$ cat src/rtl/pq_pkg.sv
package pq_pkg;
    parameter int unsigned PQ_PID_W = 3;
    localparam int unsigned NPROC = 1 << PQ_PID_W;

    typedef logic [PQ_PID_W-1:0] pid_t;
    localparam pid_t PID_MAX = pid_t'(NPROC - 1);

    typedef enum logic [1:0] {
        OP_POP    = 2'd0,
        OP_APPEND = 2'd1,
        OP_CREATE = 2'd2,
        OP_DELETE = 2'd3
    } pq_op_e;

    typedef enum logic [2:0] {
        ST_IDLE,
        ST_A,
        ST_B,
        ST_C,
        ST_DONE
    } pq_state_e;

    typedef struct packed {
        logic we;
        pid_t addr;
        pid_t wdata;
    } link_req_t;

    // Preset value: slots 1..max chain upward, the last one and slot 0 end at 0
    function automatic pid_t init_link(pid_t idx);
        if (idx == PID_MAX || idx == '0) return '0;
        return idx + pid_t'(1);
    endfunction
endpackage

$ cat src/rtl/pq_link_ram.sv
module pq_link_ram
    import pq_pkg::*;
(
    input  logic      clk,
    input  link_req_t req,
    output pid_t      rdata
);
    pid_t mem [NPROC];

    always_ff @(posedge clk) begin
        if (req.we) mem[req.addr] <= req.wdata;
        rdata <= mem[req.addr];
    end
endmodule

$ cat src/rtl/pq_init_sweep.sv
module pq_init_sweep
    import pq_pkg::*;
(
    input  logic      clk,
    input  logic      rst,
    output logic      active,
    output link_req_t req
);
    pid_t idx;

    always_ff @(posedge clk) begin
        if (rst) begin
            active <= 1'b1;
            idx    <= '0;
        end else if (active) begin
            idx <= idx + pid_t'(1);
            if (idx == PID_MAX) active <= 1'b0;
        end
    end

    always_comb begin
        req.we    = active;
        req.addr  = idx;
        req.wdata = init_link(idx);
    end
endmodule

$ cat src/rtl/pq_ctrl.sv
module pq_ctrl
    import pq_pkg::*;
(
    input  logic      clk,
    input  logic      rst,
    input  logic      init_busy,
    input  logic      cmd_valid,
    input  pq_op_e    cmd_op,
    input  pid_t      cmd_pid,
    input  pid_t      ram_q,
    output link_req_t req,
    output logic      busy,
    output logic      done,
    output pid_t      rsp_pid,
    output logic      rsp_err,
    output pid_t      ready_head,
    output pid_t      free_head
);
    pq_state_e state;
    pq_op_e    op_r;
    pid_t      pid_r;
    logic      err_r;
    pid_t      rdy_head, rdy_last, fr_head, fr_tail;

    logic accept, act, pop_step, take_step, app_step, del_step;

    assign accept    = (state == ST_IDLE) && !init_busy && cmd_valid;
    assign act       = (pid_r != '0);
    assign pop_step  = act && state == ST_B && op_r == OP_POP;
    assign take_step = act && state == ST_B && op_r == OP_CREATE;
    assign app_step  = act && ((state == ST_B && op_r == OP_APPEND) ||
                               (state == ST_C && op_r == OP_CREATE));
    assign del_step  = act && state == ST_B && op_r == OP_DELETE;

    always_ff @(posedge clk) begin
        if (rst) begin
            state <= ST_IDLE;
        end else begin
            unique case (state)
                ST_IDLE: if (accept) state <= ST_A;
                ST_A:    state <= ST_B;
                ST_B:    state <= ST_C;
                ST_C:    state <= ST_DONE;
                default: state <= ST_IDLE;
            endcase
        end
    end

    always_ff @(posedge clk) begin
        if (rst) begin
            op_r     <= OP_POP;
            pid_r    <= '0;
            err_r    <= 1'b0;
            rdy_head <= '0;
            rdy_last <= '0;
            fr_head  <= pid_t'(1);
            fr_tail  <= PID_MAX;
        end else begin
            if (accept) begin
                op_r <= cmd_op;
                unique case (cmd_op)
                    OP_POP: begin
                        pid_r <= rdy_head;
                        err_r <= 1'b0;
                    end
                    OP_CREATE: begin
                        pid_r <= fr_head;
                        err_r <= (fr_head == '0);
                    end
                    default: begin
                        pid_r <= cmd_pid;
                        err_r <= (cmd_pid == '0);
                    end
                endcase
            end
            if (pop_step) begin
                rdy_head <= ram_q;
                if (ram_q == '0) rdy_last <= '0;
            end
            if (take_step) begin
                fr_head <= ram_q;
                if (ram_q == '0) fr_tail <= '0;
            end
            if (app_step) begin
                if (rdy_last == '0) rdy_head <= pid_r;
                rdy_last <= pid_r;
            end
            if (del_step) begin
                if (fr_head == '0) fr_head <= pid_r;
                fr_tail <= pid_r;
            end
        end
    end

    // Link RAM port: one access per cycle
    always_comb begin
        req = '0;
        if (state == ST_A && act) begin
            req.addr  = pid_r;
            req.we    = (op_r == OP_APPEND) || (op_r == OP_DELETE);
            req.wdata = '0;
        end
        if (take_step) begin
            req.we    = 1'b1;
            req.addr  = pid_r;
            req.wdata = '0;
        end
        if (app_step && rdy_last != '0) begin
            req.we    = 1'b1;
            req.addr  = rdy_last;
            req.wdata = pid_r;
        end
        if (del_step && fr_head != '0) begin
            req.we    = 1'b1;
            req.addr  = fr_tail;
            req.wdata = pid_r;
        end
    end

    assign busy       = init_busy || (state != ST_IDLE);
    assign done       = (state == ST_DONE);
    assign rsp_pid    = pid_r;
    assign rsp_err    = err_r;
    assign ready_head = rdy_head;
    assign free_head  = fr_head;
endmodule

$ cat src/rtl/pq_manager.sv
module pq_manager
    import pq_pkg::*;
(
    input  logic                clk,
    input  logic                rst,
    input  logic                cmd_valid,
    input  logic [1:0]          cmd_op,
    input  logic [PQ_PID_W-1:0] cmd_pid,
    output logic                busy,
    output logic                done,
    output logic [PQ_PID_W-1:0] rsp_pid,
    output logic                rsp_err,
    output logic [PQ_PID_W-1:0] ready_head,
    output logic [PQ_PID_W-1:0] free_head
);
    logic      init_active;
    link_req_t init_req, ctrl_req, ram_req;
    pid_t      ram_q;

    pq_init_sweep u_init (
        .clk    (clk),
        .rst    (rst),
        .active (init_active),
        .req    (init_req)
    );

    pq_ctrl u_ctrl (
        .clk        (clk),
        .rst        (rst),
        .init_busy  (init_active),
        .cmd_valid  (cmd_valid),
        .cmd_op     (pq_op_e'(cmd_op)),
        .cmd_pid    (cmd_pid),
        .ram_q      (ram_q),
        .req        (ctrl_req),
        .busy       (busy),
        .done       (done),
        .rsp_pid    (rsp_pid),
        .rsp_err    (rsp_err),
        .ready_head (ready_head),
        .free_head  (free_head)
    );

    assign ram_req = init_active ? init_req : ctrl_req;

    pq_link_ram u_ram (
        .clk   (clk),
        .req   (ram_req),
        .rdata (ram_q)
    );
endmodule

$ cat config.mk
export PLATFORM = sky130hd
export DESIGN_NAME = pq_manager
export DESIGN_NICKNAME = d
export VERILOG_FILES = /design/src/rtl/pq_pkg.sv /design/src/rtl/pq_link_ram.sv /design/src/rtl/pq_init_sweep.sv /design/src/rtl/pq_ctrl.sv /design/src/rtl/pq_manager.sv
export SDC_FILE = /design/constraint.sdc
export NUM_CORES = 1
export LEC_CHECK = 0
export BUFFER_PORTS_ARGS = -buffer_cell sky130_fd_sc_hd__buf_4
export CORE_ASPECT_RATIO = 1.25
export CORE_MARGIN = 2
export CORE_UTILIZATION = 37
export CTS_BUF_LIST = sky130_fd_sc_hd__clkbuf_4 sky130_fd_sc_hd__clkbuf_8
export CTS_CLUSTER_DIAMETER = 80
export DETAILED_ROUTE_END_ITERATION = 6
export GPL_TIMING_DRIVEN = 0
export SYNTH_ARGS = -nofsm -noshare
export SYNTH_HDL_FRONTEND = slang
export SYNTH_HIERARCHICAL = 1
export SYNTH_SLANG_ARGS = --single-unit
$ cat constraint.sdc
create_clock -name clk -period 3.11 [get_ports clk]
set_clock_uncertainty 0.1 [all_clocks]
set_input_delay 0.311 -clock clk [delete_from_list [all_inputs] [get_ports clk]]
set_output_delay 0.311 -clock clk [all_outputs]
set_load 0.005 [all_outputs]
# Yosys cells after proc, flatten, opt, wreduce, memory -nomap -nowiden
# Memory sizes are Yosys's and may differ from the RTL's. A register that Yosys moved wholly into a read port is not among the register bits.
# Index checks and enable logic that the tools add are counted.
# word_totals
inputBits,8
ram_bits,24
word_cells,84
n_memories,1
out_inout_bits,12
regBits,25
# op_classes
addsub,1
muxes,27
n_reduce_logical,35
n_eq_ne,10
# memory_table
name,words,word_bits,read_ports,rd_clocked_by_memory_dff,wr,line,rtl
u_ram.mem,8,3,1,1,1,pq_link_ram.sv:8,pid_t mem [NPROC];
# op_table
operator,count
$mux 3,14
$mux 7,5
$logic_not 3->1,6
$logic_and 1x1->1,12
$pmux 3 s4,1
$reduce_bool 3->1,4
$reduce_bool 2->1,4
$eq 2x2->1 const B,3
$eq 3x2->1 const B,2
$eq 3x3->1 const B,2
$pmux 3 s2,1
$mux 1,5
$logic_not 2->1,2
$logic_or 1x1->1,4
$reduce_and 2->1,2
$add 3x1->3 const B,1
$eq 3x1->1 const B,1
$eq 2x1->1 const B,1
$ne 2x1->1 const B,1
$pmux 1 s2,1
$logic_not 1->1,1

# Longest topological paths before layout
# logic_depth
word_depth,10
depth_mapped,12

# By module
# The synthesis kept the hierarchy.
# modules_own_cells
module,area_each_um2,cells_per_inst,instances,seq_area_each_um2
pq_ctrl,1248.7,143,1,420.4
pq_link_ram,1068.5,67,1,780.7
pq_init_sweep,214.0,22,1,80.1
pq_manager,116.4,8,1,0.0

# Least setup slack after synthesis
# No wires, ideal clock.
# synth_timing
path_type,register to register
start,"register u_ctrl.pid_r[0], in the netlist u_ctrl/rsp_pid[0]"
end,memory u_ram/mem[0][0] (netlist bit) (enable)
path_buffers,3
synth_period_minus_slack_ns,2.804
path_stages_with_launch,11
t_arrival_ns,2.359
path_slack_ns,0.306
cell_sequence,dfxtp_1 buf_4 nor3_4 or2_1 buf_4 nor2_1 a221o_1 mux2_4 buf_2 nand2b_1 nor3_1
# synth_rtl
item,line,rtl
from (decl),pq_ctrl.sv:21,pid_t pid_r;
from (signal assigned),pq_ctrl.sv:63,pid_r <= rdy_head;
from (signal assigned),pq_ctrl.sv:67,pid_r <= fr_head;
from (signal assigned),pq_ctrl.sv:71,pid_r <= cmd_pid;
to (decl),pq_link_ram.sv:8,

==> summary.txt <==
Finish
  – Antenna diodes: 0
  – Post-route design area: 3000 um2
  – Most common cell after layout, fill and taps aside: sky130_fd_sc_hd__dfxtp_1
  – Net count of the finished layout: 277
  – FILL cells: 680
  – Layout Cells excl Fill: 357
  – P&R area growth vs syn: 13.4%
  – Commonest cells after routing, fill and taps aside: 28 x sky130_fd_sc_hd__dfxtp_1, 24 x sky130_fd_sc_hd__edfxtp_1, 22 x sky130_fd_sc_hd__buf_4
  – Ratio of cells with drive above 1 in the final layout: 24.0%
  – Final Core Density: 43.3%

CTS
  – Maximum level of the CTS H-tree: 2
  – Skew-Pair Late Insertion Delay: 0.31 ns
  – Hold-fix buffers at CTS: 0
  – Inserted Clock Buffers: 5
  – Clock transition time at the flip-flop clock pins of the worst setup and hold paths: 0.10 ns
  – Clock tree from TritonCTS: done
  – Clk buf depth: 2
  – Clock tree root driver cell: sky130_fd_sc_hd__clkbuf_8
  – Sinks on Clock Net: 52

Worst setup path
  – Origin of the critical flop-to-flop path: u_ctrl/rsp_pid[2]$_SDFFE_PP0P_
  – Register-to-register path setup slack: 0.25 ns
  – Critical Path End: u_ram/mem[1][1]$_DFFE_PP_
  – Endpoint arrival time on the critical path: 2.75 ns
  – Type of the setup path with the least slack: register to register
  – CP Max Fanout: 10
  – Worst setup path start: u_ctrl/rsp_pid[2]$_SDFFE_PP0P_
  – Nature of the critical path startpoint: register
  – CP required: 3.00 ns
  – Path depth of the worst reg2reg path: 9
  – Crit end category: register
  – FF-to-FF End: u_ram/mem[1][1]$_DFFE_PP_

Timing
  – Fmax achieved: 350 MHz
  – Number of pins with negative max-slew slack in the final report: 0
  – RSZ-0062 raised after global routing: false
  – Setup tns final: 0 ns
  – Period minus WS final: 2.86 ns
  – Final worst-path cycle share: 91.9%
  – Worst setup margin: 0.252 ns
  – Final-layout worst hold slack: 0.0928 ns
  – Worst-Margin Slew: 0.505 ns
  – Hold violation total from the final report: 0
  – Worst slew margin relative to its limit: 66.3%
  – Setup violators final: 0

Yosys
  – Asr flop ratio synth: 0%
  – Ys flop type: sky130_fd_sc_hd__dfxtp_1
  – Number of flops mapped to enable cells by yosys: 24
  – Register bit total from synthesis: 52
  – Number of warnings printed during yosys synthesis: 6
  – Net count after synthesis: 251
  – Fraction of the yosys area taken by sequential cells: 48.4%
  – Mapped cell area: 2650 um2
  – Cell count after synthesis: 240
  – Number of distinct library cells after synthesis: 60
  – Mapped Avg Cell Area: 11.0 um2

Die
  – Starting density of the core: 38.2%
  – Number of placement rows: 34
  – Die H: 98.6 um
  – Number of primary I/O pins: 20
  – Die outline area: 7850 um2
  – Floorplan die width: 79.7 um
  – Area inside the core boundary: 6930 um2

Global routing
  – Via count of the first global-routing pass: 1924
  – Total routing usage reported by global routing: 15.3%
  – Number of antenna violations at the first check in global routing: 0
  – Pin count of the biggest net entering global routing: 18
  – Residual overflow from global routing: 0
  – First-pass GRT wire length: 9.40 mm

Power
  – Net Sw Power: 343 uW
  – Fraction of power consumed by combinational cells: 11.7%
  – Peak supply drop: 0.235 mV
  – Total Power: 1.33 mW
  – Share of power burned in the clock network: 29.4%
  – Power density of the placed cells: 444 nW/um2
  – Switching share of power: 25.7%
  – Fraction of power consumed by sequential logic: 58.9%
  – Leak Pwr: 1.12 nW
  – Internal Pwr Total: 991 uW

Routing
  – Number of nets with antenna violations after detailed routing: 0
  – Total DRC errors in the routed layout: 0
  – DR vias: 1912
  – Number of vias per cell: 5.36
  – DRC violation total after the first TritonRoute iteration: 86
  – Aggregate routed wire length: 5.57 mm
  – Number of optimization iterations in the first detailed-route pass: 4
  – Average wire length per cell after detail routing: 15.6 um

Hold path
  – Worst Hold Class: primary input to register
  – Hold Path Depth: 2

Placement
  – Placed Cells incl. Taps: 347
  – Routability cong.: 0.850
  – Pre-CTS WS: 0.0281 ns
  – Post-DP HPWL: 4.16 mm
  – Port bufs: 17
  – Post-detailed-placement cell area: 2890 um2

Run status
  – Result of the run: finished, final reports clean

Job
  – Number of max-capacitance violations reported: 0
## power groups by stage
stage	clock [mW]	sequential, mW	combinational (mW)
final	0.392	0.786	0.155
after global routing	0.437	0.790	0.176
after CTS	0.408	0.787	0.156
after detailed placement	0	0.802	0.155
after global placement	0	0.801	0.154
after floorplan	0	0.793	0.114
## registers in the layout, indices dropped and copies added (netlist names)
name	count
u_ram/mem	24
u_ctrl/fr_tail	3
u_ctrl/free_head	3
u_ctrl/rdy_last	3
u_ctrl/ready_head	3
u_ctrl/rsp_pid	3
u_ctrl/state	3
u_init/idx	3
u_ram/rdata	3
u_ctrl/op_r	2
u_ctrl/rsp_err	1
u_init/active	1
## synthesized netlist by cell type (2+ instances only)
cell type,instances,area [um2]
sky130_fd_sc_hd__a211oi_1,2,15.0
sky130_fd_sc_hd__o21ai_1,7,35.0
sky130_fd_sc_hd__nor2b_1,4,25.0
sky130_fd_sc_hd__ha_1,3,37.5
sky130_fd_sc_hd__nor3_1,9,45.0
sky130_fd_sc_hd__a221oi_1,3,26.3
sky130_fd_sc_hd__buf_1,2,7.51
sky130_fd_sc_hd__a31o_1,2,17.5
sky130_fd_sc_hd__mux2_4,7,105
sky130_fd_sc_hd__a221o_1,3,30.0
sky130_fd_sc_hd__mux2i_1,15,150
sky130_fd_sc_hd__edfxtp_1,24,721
sky130_fd_sc_hd__dfxtp_1,28,561
sky130_fd_sc_hd__a21o_1,2,15.0
sky130_fd_sc_hd__and3_1,4,25.0
sky130_fd_sc_hd__mux2_1,2,22.5
sky130_fd_sc_hd__xnor2_1,2,17.5
sky130_fd_sc_hd__nand3_1,4,20.0
sky130_fd_sc_hd__and2_1,7,43.8
sky130_fd_sc_hd__buf_2,7,35.0
sky130_fd_sc_hd__or3_1,2,12.5
sky130_fd_sc_hd__nand2_1,20,75.1
sky130_fd_sc_hd__a21oi_1,9,45.0
sky130_fd_sc_hd__o32ai_1,2,17.5
sky130_fd_sc_hd__nor3_4,3,48.8
sky130_fd_sc_hd__buf_4,3,22.5
sky130_fd_sc_hd__clkbuf_1,2,7.51
sky130_fd_sc_hd__inv_1,9,33.8
sky130_fd_sc_hd__mux2_2,3,33.8
sky130_fd_sc_hd__buf_6,2,22.5
sky130_fd_sc_hd__a211o_1,2,17.5
sky130_fd_sc_hd__nor2_1,18,67.6
## timing repair
action,CTS,global route
buffers inserted,0,2
endpoints found under the hold margin,0,0
gates resized for setup,0,2
setup endpoints to repair,0,20
## logic make-up (layout without fill, tap and decap cells)
group           Yosys count  count (layout)  synth area share [%]
xor+xnor                  2               2                 0.662
mux                      29              29                  13.6
simple gates             85              85                  19.2
buf+inv                  25              52                  4.87
fa+ha+maj                 3               3                  1.42
compound gates           44              44                  11.9
flops                    52              52                  48.4
## routing by layer
layer | GRT usage, % | wire length (um)
met2 | 26.6 | 2830
met4 | 4.64 | 104
met3 | 3.21 | 191
met1 | 19.0 | 2450
met5 | 0 | 0
## worst max-delay path, stage by stage, from the launching register on
cell	delay [ns]
sky130_fd_sc_hd__dfxtp_1	0.46
sky130_fd_sc_hd__nor3_4	0.28
sky130_fd_sc_hd__or2_1	0.13
sky130_fd_sc_hd__buf_4	0.14
sky130_fd_sc_hd__nor2_1	0.07
sky130_fd_sc_hd__a221o_1	0.35
sky130_fd_sc_hd__mux2_4	0.29
sky130_fd_sc_hd__buf_2	0.20
sky130_fd_sc_hd__nand2b_1	0.23
sky130_fd_sc_hd__nor2_1	0.29
## final cells by class
type | instances | area, um2 | area share (%)
multi-input combinational | 163 | 1250 | 41.5
clock buffer | 5 | 68.8 | 2.29
clock inverter | 3 | 21.3 | 0.708
timing repair buffer | 19 | 143 | 4.75
inverter | 9 | 33.8 | 1.13
tap | 90 | 113 | 3.75
sequential | 52 | 1280 | 42.7
buffer | 16 | 95.1 | 3.17
## worst min-delay path by stage
stage                                           to  slack, ns                            from
CTS                     u_init/idx[0]$_SDFFE_PP0P_       0.08                             rst
global route            u_init/idx[2]$_SDFFE_PP0P_       0.08                             rst
finish                  u_init/idx[2]$_SDFFE_PP0P_       0.09                             rst
floorplan               u_init/idx[0]$_SDFFE_PP0P_       0.28                             rst
detailed placement  u_ctrl/fr_tail[0]$_SDFFE_PP1P_       0.35  u_ctrl/fr_tail[0]$_SDFFE_PP1P_
global placement    u_ctrl/fr_tail[0]$_SDFFE_PP1P_       0.35  u_ctrl/fr_tail[0]$_SDFFE_PP1P_
No activity file was read; power rests on OpenSTA's default activity.
